### src/rtl/tpa_pkg.sv
package tpa_pkg;

   typedef enum logic [2:0] {
      ST_IDLE,
      ST_PRE,
      ST_SYNC,
      ST_HDR,
      ST_PAY,
      ST_CRC
   } tpa_state_e;

   function automatic logic [7:0] tpa_rev8(input logic [7:0] b);
      logic [7:0] r;
      for (int i = 0; i < 8; i++) r[i] = b[7-i];
      return r;
   endfunction

endpackage

### src/rtl/tpa_crc16.sv
module tpa_crc16 #(
   parameter logic [15:0] POLY = 16'h1021,
   parameter logic [15:0] SEED = 16'hFFFF
) (
   input  logic        clk,
   input  logic        rst_n,
   input  logic        init,
   input  logic        upd,
   input  logic [7:0]  din,
   output logic [15:0] crc
);
   logic [15:0] nxt;

   always_comb begin
      nxt = crc;
      for (int i = 7; i >= 0; i--) begin
         if (nxt[15] ^ din[i]) nxt = {nxt[14:0], 1'b0} ^ POLY;
         else                  nxt = {nxt[14:0], 1'b0};
      end
   end

   always_ff @(posedge clk or negedge rst_n) begin
      if (!rst_n)    crc <= SEED;
      else if (init) crc <= SEED;
      else if (upd)  crc <= nxt;
   end
endmodule

### src/rtl/tpa_pn9.sv
module tpa_pn9 (
   input  logic clk,
   input  logic rst_n,
   input  logic seed,
   input  logic step,
   output logic pn_bit
);
   logic [8:0] s;

   assign pn_bit = s[0];

   always_ff @(posedge clk or negedge rst_n) begin
      if (!rst_n)    s <= '1;
      else if (seed) s <= '1;
      else if (step) s <= {s[0] ^ s[5], s[8:1]};
   end
endmodule

### src/rtl/tpa_chip_coder.sv
module tpa_chip_coder #(
   parameter bit MANCH_SUPPORT = 1'b1
) (
   input  logic data_bit,
   input  logic whiten,
   input  logic pn_bit,
   input  logic manch_on,
   input  logic second_half,
   output logic chip,
   output logic bit_done
);
   logic b;
   assign b = data_bit ^ (whiten & pn_bit);

   generate
      if (MANCH_SUPPORT) begin : g_manch
         assign chip     = (manch_on & second_half) ? ~b : b;
         assign bit_done = ~manch_on | second_half;
      end else begin : g_plain
         assign chip     = b;
         assign bit_done = 1'b1;
      end
   endgenerate
endmodule

### src/rtl/tx_pkt_assembler.sv
module tx_pkt_assembler #(
   parameter int SYNC_BYTES    = 2,
   parameter int HDR_MAX       = 4,
   parameter int LEN_W         = 8,
   parameter int PRE_W         = 9,
   parameter bit MANCH_SUPPORT = 1'b1
) (
   input  logic                         clk,
   input  logic                         rst_n,
   input  logic [PRE_W-1:0]             cfg_pre_nibbles,
   input  logic [8*SYNC_BYTES-1:0]      cfg_sync,
   input  logic [$clog2(HDR_MAX+1)-1:0] cfg_hdr_count,
   input  logic [8*HDR_MAX-1:0]         cfg_hdr,
   input  logic [LEN_W-1:0]             cfg_pay_len,
   input  logic                         cfg_whiten_en,
   input  logic                         cfg_manch_en,
   input  logic                         cfg_lsb_first,
   input  logic                         start,
   input  logic [7:0]                   pay_data,
   input  logic                         pay_valid,
   output logic                         pay_ready,
   output logic                         bit_out,
   output logic                         bit_en,
   output logic                         busy,
   output logic                         sent
);
   import tpa_pkg::*;

   localparam int HC_W   = $clog2(HDR_MAX + 1);
   localparam int PCNT_W = PRE_W + 2;
   localparam int CNT_W  = 5;

   generate
      if (SYNC_BYTES < 1 || SYNC_BYTES > 8) begin : g_bad_sync
         $error("SYNC_BYTES must lie in 1..8");
      end
      if (HDR_MAX < 1 || HDR_MAX >= (1 << LEN_W)) begin : g_bad_hdr
         $error("HDR_MAX must be at least 1 and fit in LEN_W bits");
      end
   endgenerate

   tpa_state_e        st;
   logic [PCNT_W-1:0] pre_left;
   logic [LEN_W-1:0]  left;
   logic [CNT_W-1:0]  cnt;
   logic              half;
   logic [15:0]       sh;
   logic              sent_q;

   logic [LEN_W-1:0]  left_m1, hdr_eff;
   logic [7:0]        sync_byte, hdr_byte;
   logic              in_bytes, loading, pn_bit, chip, bit_done;
   logic              crc_upd, pn_seed, pn_step;
   logic [15:0]       crc;

   assign left_m1   = left - LEN_W'(1);
   assign hdr_eff   = (cfg_hdr_count > HC_W'(HDR_MAX)) ? LEN_W'(HDR_MAX) : LEN_W'(cfg_hdr_count);
   assign sync_byte = 8'(cfg_sync >> {left_m1, 3'b000});
   assign hdr_byte  = 8'(cfg_hdr  >> {left_m1, 3'b000});

   assign in_bytes  = (st == ST_SYNC) || (st == ST_HDR) || (st == ST_PAY) || (st == ST_CRC);
   assign loading   = in_bytes && (cnt == '0);
   assign busy      = (st != ST_IDLE);
   assign sent      = sent_q;
   assign pay_ready = (st == ST_PAY) && loading && (left != '0);
   assign bit_en    = ((st == ST_PRE) && (pre_left != '0)) || (in_bytes && (cnt != '0));
   assign bit_out   = (st == ST_PRE) ? ~pre_left[0] : chip;

   assign crc_upd = ((st == ST_HDR) && loading && (left != '0)) || (pay_ready && pay_valid);
   assign pn_seed = (st == ST_HDR) && loading && (left == '0);
   assign pn_step = (st == ST_PAY) && (cnt != '0) && bit_done;

   tpa_crc16 u_crc (
      .clk(clk), .rst_n(rst_n),
      .init((st == ST_IDLE) && start),
      .upd(crc_upd),
      .din((st == ST_HDR) ? hdr_byte : pay_data),
      .crc(crc)
   );

   tpa_pn9 u_pn (
      .clk(clk), .rst_n(rst_n), .seed(pn_seed), .step(pn_step), .pn_bit(pn_bit)
   );

   tpa_chip_coder #(.MANCH_SUPPORT(MANCH_SUPPORT)) u_coder (
      .data_bit(sh[15]),
      .whiten((st == ST_PAY) && cfg_whiten_en),
      .pn_bit(pn_bit),
      .manch_on(cfg_manch_en && in_bytes),
      .second_half(half),
      .chip(chip),
      .bit_done(bit_done)
   );

   function automatic logic [15:0] place(input logic [7:0] b, input logic lsb);
      return {lsb ? tpa_rev8(b) : b, 8'h00};
   endfunction

   always_ff @(posedge clk or negedge rst_n) begin
      if (!rst_n) begin
         st       <= ST_IDLE;
         pre_left <= '0;
         left     <= '0;
         cnt      <= '0;
         half     <= 1'b0;
         sh       <= '0;
         sent_q   <= 1'b0;
      end else begin
         case (st)
            ST_IDLE: if (start) begin
               st       <= ST_PRE;
               pre_left <= {cfg_pre_nibbles, 2'b00};
               cnt      <= '0;
               half     <= 1'b0;
               sent_q   <= 1'b0;
            end
            ST_PRE: begin
               if (pre_left != '0) pre_left <= pre_left - PCNT_W'(1);
               else begin
                  st   <= ST_SYNC;
                  left <= LEN_W'(SYNC_BYTES);
               end
            end
            default: begin
               if (cnt != '0) begin
                  if (bit_done) begin
                     sh   <= {sh[14:0], 1'b0};
                     cnt  <= cnt - CNT_W'(1);
                     half <= 1'b0;
                  end else begin
                     half <= 1'b1;
                  end
               end else begin
                  case (st)
                     ST_SYNC: if (left != '0) begin
                        sh <= place(sync_byte, cfg_lsb_first); cnt <= CNT_W'(8); left <= left_m1;
                     end else begin
                        st <= ST_HDR; left <= hdr_eff;
                     end
                     ST_HDR: if (left != '0) begin
                        sh <= place(hdr_byte, cfg_lsb_first); cnt <= CNT_W'(8); left <= left_m1;
                     end else begin
                        st <= ST_PAY; left <= cfg_pay_len;
                     end
                     ST_PAY: if (left != '0) begin
                        if (pay_valid) begin
                           sh <= place(pay_data, cfg_lsb_first); cnt <= CNT_W'(8); left <= left_m1;
                        end
                     end else begin
                        st <= ST_CRC; left <= LEN_W'(1);
                     end
                     ST_CRC: if (left != '0) begin
                        sh <= crc; cnt <= CNT_W'(16); left <= '0;
                     end else begin
                        st <= ST_IDLE; sent_q <= 1'b1;
                     end
                     default: st <= ST_IDLE;
                  endcase
               end
            end
         endcase
      end
   end
endmodule

### config.mk
export PLATFORM = sky130hd
export DESIGN_NAME = tx_pkt_assembler
export DESIGN_NICKNAME = d
export VERILOG_FILES = /design/src/rtl/tpa_pkg.sv /design/src/rtl/tpa_crc16.sv /design/src/rtl/tpa_pn9.sv /design/src/rtl/tpa_chip_coder.sv /design/src/rtl/tx_pkt_assembler.sv
export SDC_FILE = /design/constraint.sdc
export NUM_CORES = 1
export LEC_CHECK = 0
export BUFFER_PORTS_ARGS = -buffer_cell sky130_fd_sc_hd__buf_2
export CAP_MARGIN = 20
export CORE_ASPECT_RATIO = 2
export CORE_MARGIN = 4
export CORE_UTILIZATION = 52
export CTS_CLUSTER_DIAMETER = 60
export DETAILED_ROUTE_END_ITERATION = 7
export GPL_ROUTABILITY_DRIVEN = 0
export PLACE_DENSITY = 0.78
export REMOVE_ABC_BUFFERS = 1
export SLEW_MARGIN = 20
export SYNTH_ARGS = -nofsm -noshare
export SYNTH_HDL_FRONTEND = slang
export SYNTH_SLANG_ARGS = --single-unit
### constraint.sdc
create_clock -name clk -period 3.2 [get_ports clk]
set_input_delay 0.16 -clock clk [delete_from_list [all_inputs] [get_ports clk]]
set_output_delay 0.16 -clock clk [all_outputs]
set_load 0.03 [all_outputs]
# == After elaboration in Yosys (flattened, before gate mapping) ==
# Index checks and enable logic that the tools add are counted.
# op_classes
n_addsub,3
order_cmp,1
eq_ne,29
shifts,2
mux,65
bitwise,27
reduce_logical,43
# op_table
op,n
16-bit two-way mux,9
13-bit two-way mux,8
8-bit two-way mux,11
16-bit case mux with 4 select lines,1
5-bit two-way mux,7
8-bit case mux with 4 select lines,1
32-bit by 11-bit right shift with 8-bit output,1
3-bit two-way mux,8
3-bit NOT,8
11-bit two-way mux,2
11-bit case mux with 2 select lines,1
5-bit nonzero test,4
9-bit two-way mux,2
"4-bit by 2-bit != test with 1-bit output, second input constant",4
8-bit case mux with 2 select lines,1
8-bit AND reduction,2
16-bit by 11-bit right shift with 8-bit output,1
5-bit case mux with 3 select lines,1
1-bit logical AND,14
"3-bit by 1-bit != test with 1-bit output, second input constant",4
"4-bit by 1-bit != test with 1-bit output, second input constant",3
3-bit case mux with 4 select lines,1
11-bit nonzero test,1
"11-bit by 1-bit subtractor with 11-bit output, second input constant",1
other kinds (31),74
# word_totals
regBits,70
in_bits,83
out_inout_bits,5
elab_cells,179

# == Depth between registers and ports, before layout ==
# Gate-level depths: netlist (run 1).
# depth
depth_word,21
depth_mapped,12
ltp_nobuf,10

# == Cells and area by module ==
# Synthesis (run 1) repeated with hierarchy kept, for this count alone.
# hier_totals
cells_unflattened,581
area_unflattened_um2,5383.9
# modules_own_cells
mod,n_inst,cells_per_inst,area_per_inst_um2,seq_area_each_um2
tx_pkt_assembler,1,467,3936.3,1126.1
tpa_crc16,1,80,1027.2,420.4
tpa_pn9,1,30,381.6,236.5
tpa_chip_coder,1,4,38.8,0.0

# == Worst setup path after synthesis (run 1) ==
# Ideal clock, no wire load.
# synth_timing
path_type,flip-flop to flip-flop
startpoint,register left[0]
endpoint,register u_crc.crc[15]
setup_time_ps,73
t_arrival_ps,3146
required_ps,3127
setup_slack_ps,-19
stages_incl_launch_ff,12
path_buffers,2
synth_period_minus_slack_ps,3219
cell_sequence,dfrtp_1 > buf_4 > buf_1 > inv_1 > ha_1 > o41ai_2 > o21ai_4 > o41ai_2 > xor2_1 > xnor3_2 > xnor2_1 > a21oi_1
# synth_via
elab_chain_len,9
elab_cells_between_ends,15
classes_between,1 x add/sub; 1 x shift; 5 x mux; 2 x bitwise; 6 x reduce/logical
# synth_rtl
item,line,rtl
from (decl),tx_pkt_assembler.sv:44,logic [LEN_W-1:0] left;
from (signal assigned),tx_pkt_assembler.sv:121,left <= LEN_W'(SYNC_BYTES);
8-bit by 1-bit subtractor with 8-bit output,tx_pkt_assembler.sv:56,assign left_m1 = left - LEN_W'(1);
32-bit by 11-bit right shift with 8-bit output,tx_pkt_assembler.sv:59,"assign hdr_byte = 8'(cfg_hdr >> {left_m1, 3'b000});"
8-bit two-way mux,tx_pkt_assembler.sv:77,".din((st == ST_HDR) ? hdr_byte : pay_data),"
1-bit XOR,tpa_crc16.sv:17,"if (nxt[15] ^ din[i]) nxt = {nxt[14:0], 1'b0} ^ POLY;"
13-bit two-way mux,tpa_crc16.sv:17,
1-bit XOR,tpa_crc16.sv:17,
13-bit two-way mux,tpa_crc16.sv:17,
16-bit two-way mux,tpa_crc16.sv:25,else if (upd) crc <= nxt;
16-bit two-way mux,tpa_crc16.sv:24,else if (init) crc <= SEED;
to (signal assigned),tpa_crc16.sv:25,
to (decl),tpa_crc16.sv:10,output logic [15:0] crc
# Parallel ways exist; a longest one is shown, timed or not. The select of a mux whose other input is x is not followed.
# A chain may end at the register's enable or synchronous reset.

# == Final worst setup path (run 1) ==
# layout_timing
startpoint,register pre_left[0]
endpoint,register st[1]
# layout_via
elab_chain_len,3
# layout_rtl
item,line,rtl
from (decl),tx_pkt_assembler.sv:43,logic [PCNT_W-1:0] pre_left;
from (signal assigned),tx_pkt_assembler.sv:112,"pre_left <= {cfg_pre_nibbles, 2'b00};"
from (signal assigned),tx_pkt_assembler.sv:118,if (pre_left != '0) pre_left <= pre_left - PCNT_W'(1);
11-bit nonzero test,tx_pkt_assembler.sv:118,
2-bit != test (no source line),-,
7-bit AND reduction (no source line),-,
to (signal assigned),tx_pkt_assembler.sv:111,st <= ST_PRE;
to (signal assigned),tx_pkt_assembler.sv:120,st <= ST_SYNC;
to (signal assigned),tx_pkt_assembler.sv:138,st <= ST_HDR; left <= hdr_eff;
to (decl),tx_pkt_assembler.sv:42,tpa_state_e st;
# Every way passes these cells.

==> summary.md, run 1 <==
| Metric | Value |
|---|---|
| Status | finished, final reports clean |
| First-pass detailed-route iteration total | 7 |
| H-tree levels | 3 |
| CTS tree | done |
| Worst vdd rail ir drop | 0.0005566 V |
| Leakage | 2.572 nW |
| Pin count of the biggest net entering global routing | 71 |
| I/O pin count | 88 |
| Routed WL per cell | 16.99 um |
| Synthesized area | 5159 um^2 |
| Synth warn | 0 |
| Clock Path Buffers | 2 |
| WP data arrival | 3.22 ns |
| Worst setup SP type | flop |
| Final TNS setup | 0 ns |
| CORE AREA | 9699 um^2 |
| Yosys cell types | 59 |
| Fin cells | 814 |
| Routed vias/inst | 6.005 |
| Clock transition at path regs | 0.06 ns |
| Crit end category | flop |
| PD cells | 1001 nW/um^2 |
| Worst Reg-to-Reg Cells | 9 |
| Fin Hold WS | 0.008247 ns |
| Area Growth Syn to Fin | 17.54% |
| Vias in the first global route | 5046 |
| Vias | 4888 |
| Max_slew headroom | 40.46% |
| Clock latency on the worst-skew pair | 0.34 ns |
| Post-layout util | 62.51% |
| Endpoints failing hold | 0 |
| Share of layout cells above drive strength 1 | 28.01% |
| Root buf cell | clkbuf_16 |
| Register area share after synthesis | 34.56% |
| Die width | 78.43 um |
| CTS Sinks | 70 |
| Total Routed Length | 13830 um |
| # nets final | 767 |
| Cells after synthesis | 597 |
| Filler instances | 855 |
| DIE HEIGHT | 148.9 um |
| Postcts setup bufs | 0 |
| Num CTS Buffers | 9 |
| Die area | 11680 um^2 |
| GRT Total Usage | 24.86% |
| Max Cap Violations | 0 |
| Hold-fix buffers, CTS | 0 |
| Setup Skew | 0.01103 ns |
| Tcrit/Tclk final | 92.18% |
| Critical Path RT | 3.47 ns |
| Worst slew pin tran | 0.8932 ns |
| Initial antenna violation count | 0 |
| Final Max Slew Viols | 0 |
| ANT nets after route | 0 |
| Port Buffers | 87 |
| Tmin final | 2.950 ns |
| Crit Path Class | flop to flop |
| Endpoints failing setup | 0 |
| Syn_area_per_cell | 8.641 um^2 |
| Worst Path Max Fanout | 7 |
| Hpwl dp | 10770 um |
| GR Overflow Total | 0 |
| First-pass GRT wire length | 23180 um |
| Residual DRC | 0 |
| FF+latch count, synth | 70 |
| Placed Cells | 798 |
| Final worst slack | 0.2501 ns |
| Iter 0 DRT Violations | 295 |
| Post-Place Setup Slack | 0.2936 ns |
| Starting Density | 53.19% |
| RSZ-0062 raised after global routing | no |
| Multi-input gate area | 3153 um^2 |
| Register area | 1783 um^2 |
| Fmax | 339.0 MHz |
| HP Class | input pin to asynchronous set/reset pin |
| FP Rows | 51 |
| Diode count | 0 |
[cell usage in the layout, fill, tap and decap left out, types with 13 or more instances in the layout]
cell type | synthesis | layout
buf_4 | 1 | 19
dfstp_2 | 25 | 25
o22ai_1 | 13 | 13
buf_2 | 2 | 87
mux4_2 | 16 | 16
a21oi_1 | 51 | 51
nor3_1 | 33 | 31
mux2i_1 | 16 | 16
xnor2_1 | 16 | 16
o21ai_0 | 52 | 52
nand3_1 | 28 | 27
inv_1 | 24 | 24
dfrtp_1 | 45 | 45
nand2_1 | 78 | 78
nor2_1 | 41 | 41
[metrics by stage]
| stage | cell area [um^2] | total power, W |
|---|---|---|
| 4_1_cts | 6058 | 0.006056 |
| 6_report | 6063 | 0.006069 |
| 5_1_grt | 6063 | 0.006537 |
| 2_1_floorplan | 5006 | 0.004060 |
| 3_5_place_dp | 5764 | 0.005045 |
| 3_3_place_gp | 5764 | 0.004888 |
[power breakdown]
group          total (W)  internal [W]  switching (W)
combinational    0.00347       0.00137        0.00210
clock           0.000989      0.000622       0.000367
sequential       0.00161       0.00129       0.000328
[layout make-up]
type | count | share of cell area [%]
multi-input combinational | 466 | 52.00
clock buffer | 12 | 4.065
tap | 132 | 2.724
timing repair buffer | 106 | 9.534
clock inverter | 4 | 0.7842
sequential | 70 | 29.41
inverter | 24 | 1.486
[critical path, cell delays in order (launching register included)]
cell and delay, ns:
dfrtp_1 0.40, inv_1 0.08, ha_1 0.17, or3b_2 0.48
nor3_1 0.22, nand2b_1 0.18, o31ai_2 0.51, o2111ai_1 0.34
o32ai_1 0.34, a22o_1 0.16
[final timing paths]
kind | from | end | slack, ns
max | pre_left[0] | st[1] | 0.25
min | rst_n | pre_left[9] | 0.008
max reg2reg | pre_left[0] | st[1] | 0.25
min reg2reg | u_pn.s[8] | u_pn.s[7] | 0.48
max in group asynchronous | rst_n | sh[1] | 2.58
min in group clk | cfg_pre_nibbles[8] | pre_left[10] | 0.08
[cells by family after synthesis]
kind of cell	share of synthesized area (%)
AND/OR/NAND/NOR	20.74
buffers and inverters	4.705
multiplexers	10.09
XOR/XNOR	6.209
adder cells (fa/ha/maj)	1.698
flip-flops	34.56
AO/OA/AOI/OAI	22.00
[cell usage after synthesis, drive strengths merged]
| library cell | instances | share of area, % |
|---|---|---|
| a21o | 2 | 0.29 |
| nand2 | 78 | 5.7 |
| nor3 | 34 | 3.4 |
| dfstp | 25 | 13 |
| a21boi | 9 | 1.3 |
| a21oi | 51 | 4.9 |
| and2 | 3 | 0.36 |
| o2111ai | 1 | 0.17 |
| a211oi | 3 | 0.44 |
| inv | 24 | 1.7 |
| o31ai | 14 | 2.9 |
| a22oi | 8 | 1.2 |
| o22a | 1 | 0.17 |
| xor2 | 7 | 1.6 |
| or3b | 1 | 0.17 |
| nand4b | 1 | 0.46 |
| o211ai | 1 | 0.15 |
| nor4b | 1 | 0.17 |
| mux4 | 16 | 7.0 |
| ha | 7 | 1.7 |
| xnor2 | 19 | 3.7 |
| nor4 | 6 | 0.97 |
| a31oi | 13 | 1.9 |
| o22ai | 13 | 1.6 |
| nand4 | 1 | 0.12 |
| and3 | 6 | 0.73 |
| nand2b | 6 | 0.73 |
| clkbuf | 29 | 2.1 |
| or3 | 7 | 1.0 |
| o21a | 1 | 0.15 |
| nor2b | 2 | 0.24 |
| o21ai | 54 | 5.5 |
| buf | 8 | 0.85 |
| o41ai | 3 | 0.80 |
| nand3b | 2 | 0.29 |
| a22o | 1 | 0.17 |
| nor3b | 3 | 0.44 |
| dfrtp | 45 | 22 |
| mux2i | 16 | 3.1 |
| o32ai | 2 | 0.34 |
| nand3 | 28 | 2.7 |
| xnor3 | 2 | 0.92 |
| nor2 | 42 | 3.1 |
| or2 | 1 | 0.12 |
[state kept, by name (all words and copies together), names as in the netlist]
register   count
cnt            5
half           1
left           8
pre_left      11
sent           1
sh            16
st             3
u_crc.crc     16
u_pn.s         9
[per-layer routing]
layer | share of wire [%] | GRT usage [%] | vias to the layer above
li1 | - | - | 2326
met1 | 35 | 25.44 | 2330
met2 | 56 | 46.18 | 188
met3 | 4.7 | 4.051 | 44
met4 | 5.0 | 15.06 | 0
met5 | 0 | 0 | -
[what timing repair did]
item | in CTS | in global routing
gates resized for setup | 0 | 1
endpoints found under the hold margin | 0 | 0
endpoints found under the setup margin | 0 | 1
Note: power is estimated with default switching activity, not from simulation.
==> inputs of run 2 (changes only) <==
--- a/config.mk
+++ b/config.mk
@@ -7,13 +7,15 @@
 export LEC_CHECK = 0
 export BUFFER_PORTS_ARGS = -buffer_cell sky130_fd_sc_hd__buf_2
 export CAP_MARGIN = 20
+export CELL_PAD_IN_SITES_DETAIL_PLACEMENT = 1
+export CELL_PAD_IN_SITES_GLOBAL_PLACEMENT = 2
 export CORE_ASPECT_RATIO = 2
 export CORE_MARGIN = 4
-export CORE_UTILIZATION = 52
+export CORE_UTILIZATION = 31
 export CTS_CLUSTER_DIAMETER = 60
 export DETAILED_ROUTE_END_ITERATION = 7
 export GPL_ROUTABILITY_DRIVEN = 0
-export PLACE_DENSITY = 0.78
+export PLACE_DENSITY_LB_ADDON = 0.1
 export REMOVE_ABC_BUFFERS = 1
 export SLEW_MARGIN = 20
 export SYNTH_ARGS = -nofsm -noshare
==> run 2 against run 1 <==
Core utilization fell by 24 points. Total power rose by 2.5%. Flip-flop and latch count did not move. Sequential share of layout area fell by 0.70 points. Die area rose by 62%. Combinational power rose by 5.8%. Worst hold slack improved by 0.033 ns. Wire length rose by 23%. Cell count rose by 10%. Critical endpoint is now u_crc.crc[15]. Critical path type unchanged. Maximum frequency rose by 4.7%. Clock power fell by 2.5%.
==> summary.md, run 2 (synthesized netlist as in run 1, its figures left out) <==
| Metric | Value |
|---|---|
| Num CTS Buffers | 9 |
| Routed WL per cell | 19.02 um |
| Worst R2R End | u_crc.crc[15] |
| Most frequent cells in the layout | buf_2 (87), nand2_1 (78), o21ai_0 (52), a21oi_1 (51), dfrtp_1 (45) |
| GRT Total Usage | 18.65% |
| CTS Sinks | 70 |
| Worst setup SP type | flop |
| Placed Cells | 880 |
| Psw | 0.002961 W |
| Vias in the first global route | 5385 |
| Worst slew pin tran | 0.9475 ns |
| Post-Place Setup Slack | 0.3770 ns |
| Postcts setup bufs | 0 |
| WP data arrival | 3.09 ns |
| FP Rows | 66 |
| Vias | 4851 |
| Clock Power Share | 15.5% |
| Clock latency on the worst-skew pair | 0.34 ns |
| Regs by FF count | sh (16), u_crc.crc (16), pre_left (11) |
| Tmin final | 2.819 ns |
| Status | finished, final reports clean |
| Hold-fix buffers, CTS | 0 |
| Post-cts resize count | 0 |
| Hpwl dp | 13670 um |
| Filler instances | 1956 |
| Critical Path RT | 3.47 ns |
| Clock Path Buffers | 2 |
| Register area | 1783 um^2 |
| Crit path to | u_crc.crc[15] |
| Routed vias/inst | 5.414 |
| Fin Hold WS | 0.04124 ns |
| Endpoints failing setup | 0 |
| R2r startpoint | left[0] |
| Post-layout util | 38.18% |
| Worst vdd rail ir drop | 0.0004694 V |
| First-pass detailed-route iteration total | 4 |
| Tcrit/Tclk final | 88.08% |
| Clock transition at path regs | 0.06 ns |
| Die area | 18890 um^2 |
| Max_slew headroom | 36.84% |
| Fmax | 354.8 MHz |
| Total Routed Length | 17040 um |
| PD cells | 1002 nW/um^2 |
| Routed wl met3 | 453 um |
| Commonest non-fill, non-tap cell in the layout | buf_2 |
| Max Cap Violations | 0 |
| Port Buffers | 87 |
| Highest Signal Layer | met4 |
| Share of layout cells above drive strength 1 | 29.19% |
| Endpoints failing hold | 0 |
| CTS tree | done |
| Length of routed wiring on met1 | 6351 um |
| Worst setup startpoint | left[0] |
| Total power | 0.006223 W |
| Area Growth Syn to Fin | 20.40% |
| DIE HEIGHT | 190.4 um |
| Fin cells | 896 |
| GR Overflow Total | 0 |
| Cell-internal power | 0.003262 W |
| Leakage | 2.614 nW |
| Gate power share | 59.0% |
| Switch share | 47.58% |
| Initial antenna violation count | 0 |
| RSZ-0062 raised after global routing | no |
| Worst Path Max Fanout | 8 |
| First-pass GRT wire length | 27830 um |
| ANT nets after route | 0 |
| Setup Skew | 0.007364 ns |
| Root buf cell | clkbuf_16 |
| Register share of total power | 25.5% |
| Setup slack on the worst flop-to-flop path | 0.38 ns |
| Crit Path Class | flop to flop |
| H-tree levels | 3 |
| HP Class | input pin to asynchronous set/reset pin |
| Final worst slack | 0.3814 ns |
| Diode count | 0 |
| Worst Reg-to-Reg Cells | 9 |
| Pin count of the biggest net entering global routing | 71 |
| Die width | 99.22 um |
| Crit end category | flop |
| # nets final | 777 |
| I/O pin count | 88 |
| Residual DRC | 0 |
| Final Max Slew Viols | 0 |
| Iter 0 DRT Violations | 132 |
| CORE AREA | 16270 um^2 |
| DR WL met2 | 9886 um |
| Starting Density | 31.71% |
| Multi-input gate area | 3148 um^2 |
## run 2: cell count changes in the layout (fill, tap and decap cells not counted)
| cell | change |
|---|---|
| buf_4 | +10 |
| inv_6 | +3 |
| clkbuf_1 | -2 |
| clkinv_4 | +2 |
| bufinv_16 | -1 |
| clkbuf_8 | -1 |
| clkinv_2 | -1 |
| nand3_1 | +1 |
| nand3_2 | -1 |
## run 2: routing by layer
metal,up-vias,GRT usage (%)
met2,78,37.31
met3,21,2.343
met1,2411,19.38
met5,-,0
li1,2341,-
met4,0,6.102
## run 2: power groups by stage
| stage | logic [W] | registers, W | clock network, W |
|---|---|---|---|
| finish | 0.00367 | 0.00159 | 0.000964 |
| global route | 0.00410 | 0.00165 | 0.00103 |
| CTS | 0.00375 | 0.00160 | 0.000994 |
| detailed placement | 0.00373 | 0.00161 | 0 |
| global placement | 0.00364 | 0.00159 | 0 |
| floorplan | 0.00248 | 0.00158 | 0 |
## run 2: final cells by class
type                       instances  area share, %
inverter                          24          1.450
sequential                        70          28.71
clock buffer                       9          3.626
timing repair buffer             116          10.52
tap                              204          4.110
clock inverter                     7         0.9065
multi-input combinational        466          50.68
## run 2: per-stage QoR
| step | setup TNS, ns | instance area [um^2] |
|---|---|---|
| floorplan | -27.46 | 5006 |
| global placement | 0 | 5929 |
| detailed placement | 0 | 5929 |
| CTS | 0 | 6211 |
| global route | 0 | 6211 |
| finish | 0 | 6211 |
## run 2: how the worst min path moves through the flow
stage	slack (ns)	endpoint	depth (start not counted)	startpoint
global route	0.1	pre_left[10]	3	cfg_pre_nibbles[8]
detailed placement	0.44	cnt[1]	2	rst_n
floorplan	-0.14	cnt[0]	0	rst_n
finish	0.04	pre_left[5]	2	rst_n
global placement	0.44	pre_left[10]	3	cfg_pre_nibbles[8]
CTS	0.07	st[2]	2	rst_n
## run 2: critical path, stage by stage, from the launching register on
cell and delay (ns):
dfrtp_1 0.45, inv_1 0.10, ha_1 0.27, o41ai_2 0.51, o21ai_4 0.22, o41ai_2 0.38
xor2_1 0.19, xnor3_2 0.32, xnor2_1 0.16, a21oi_1 0.14
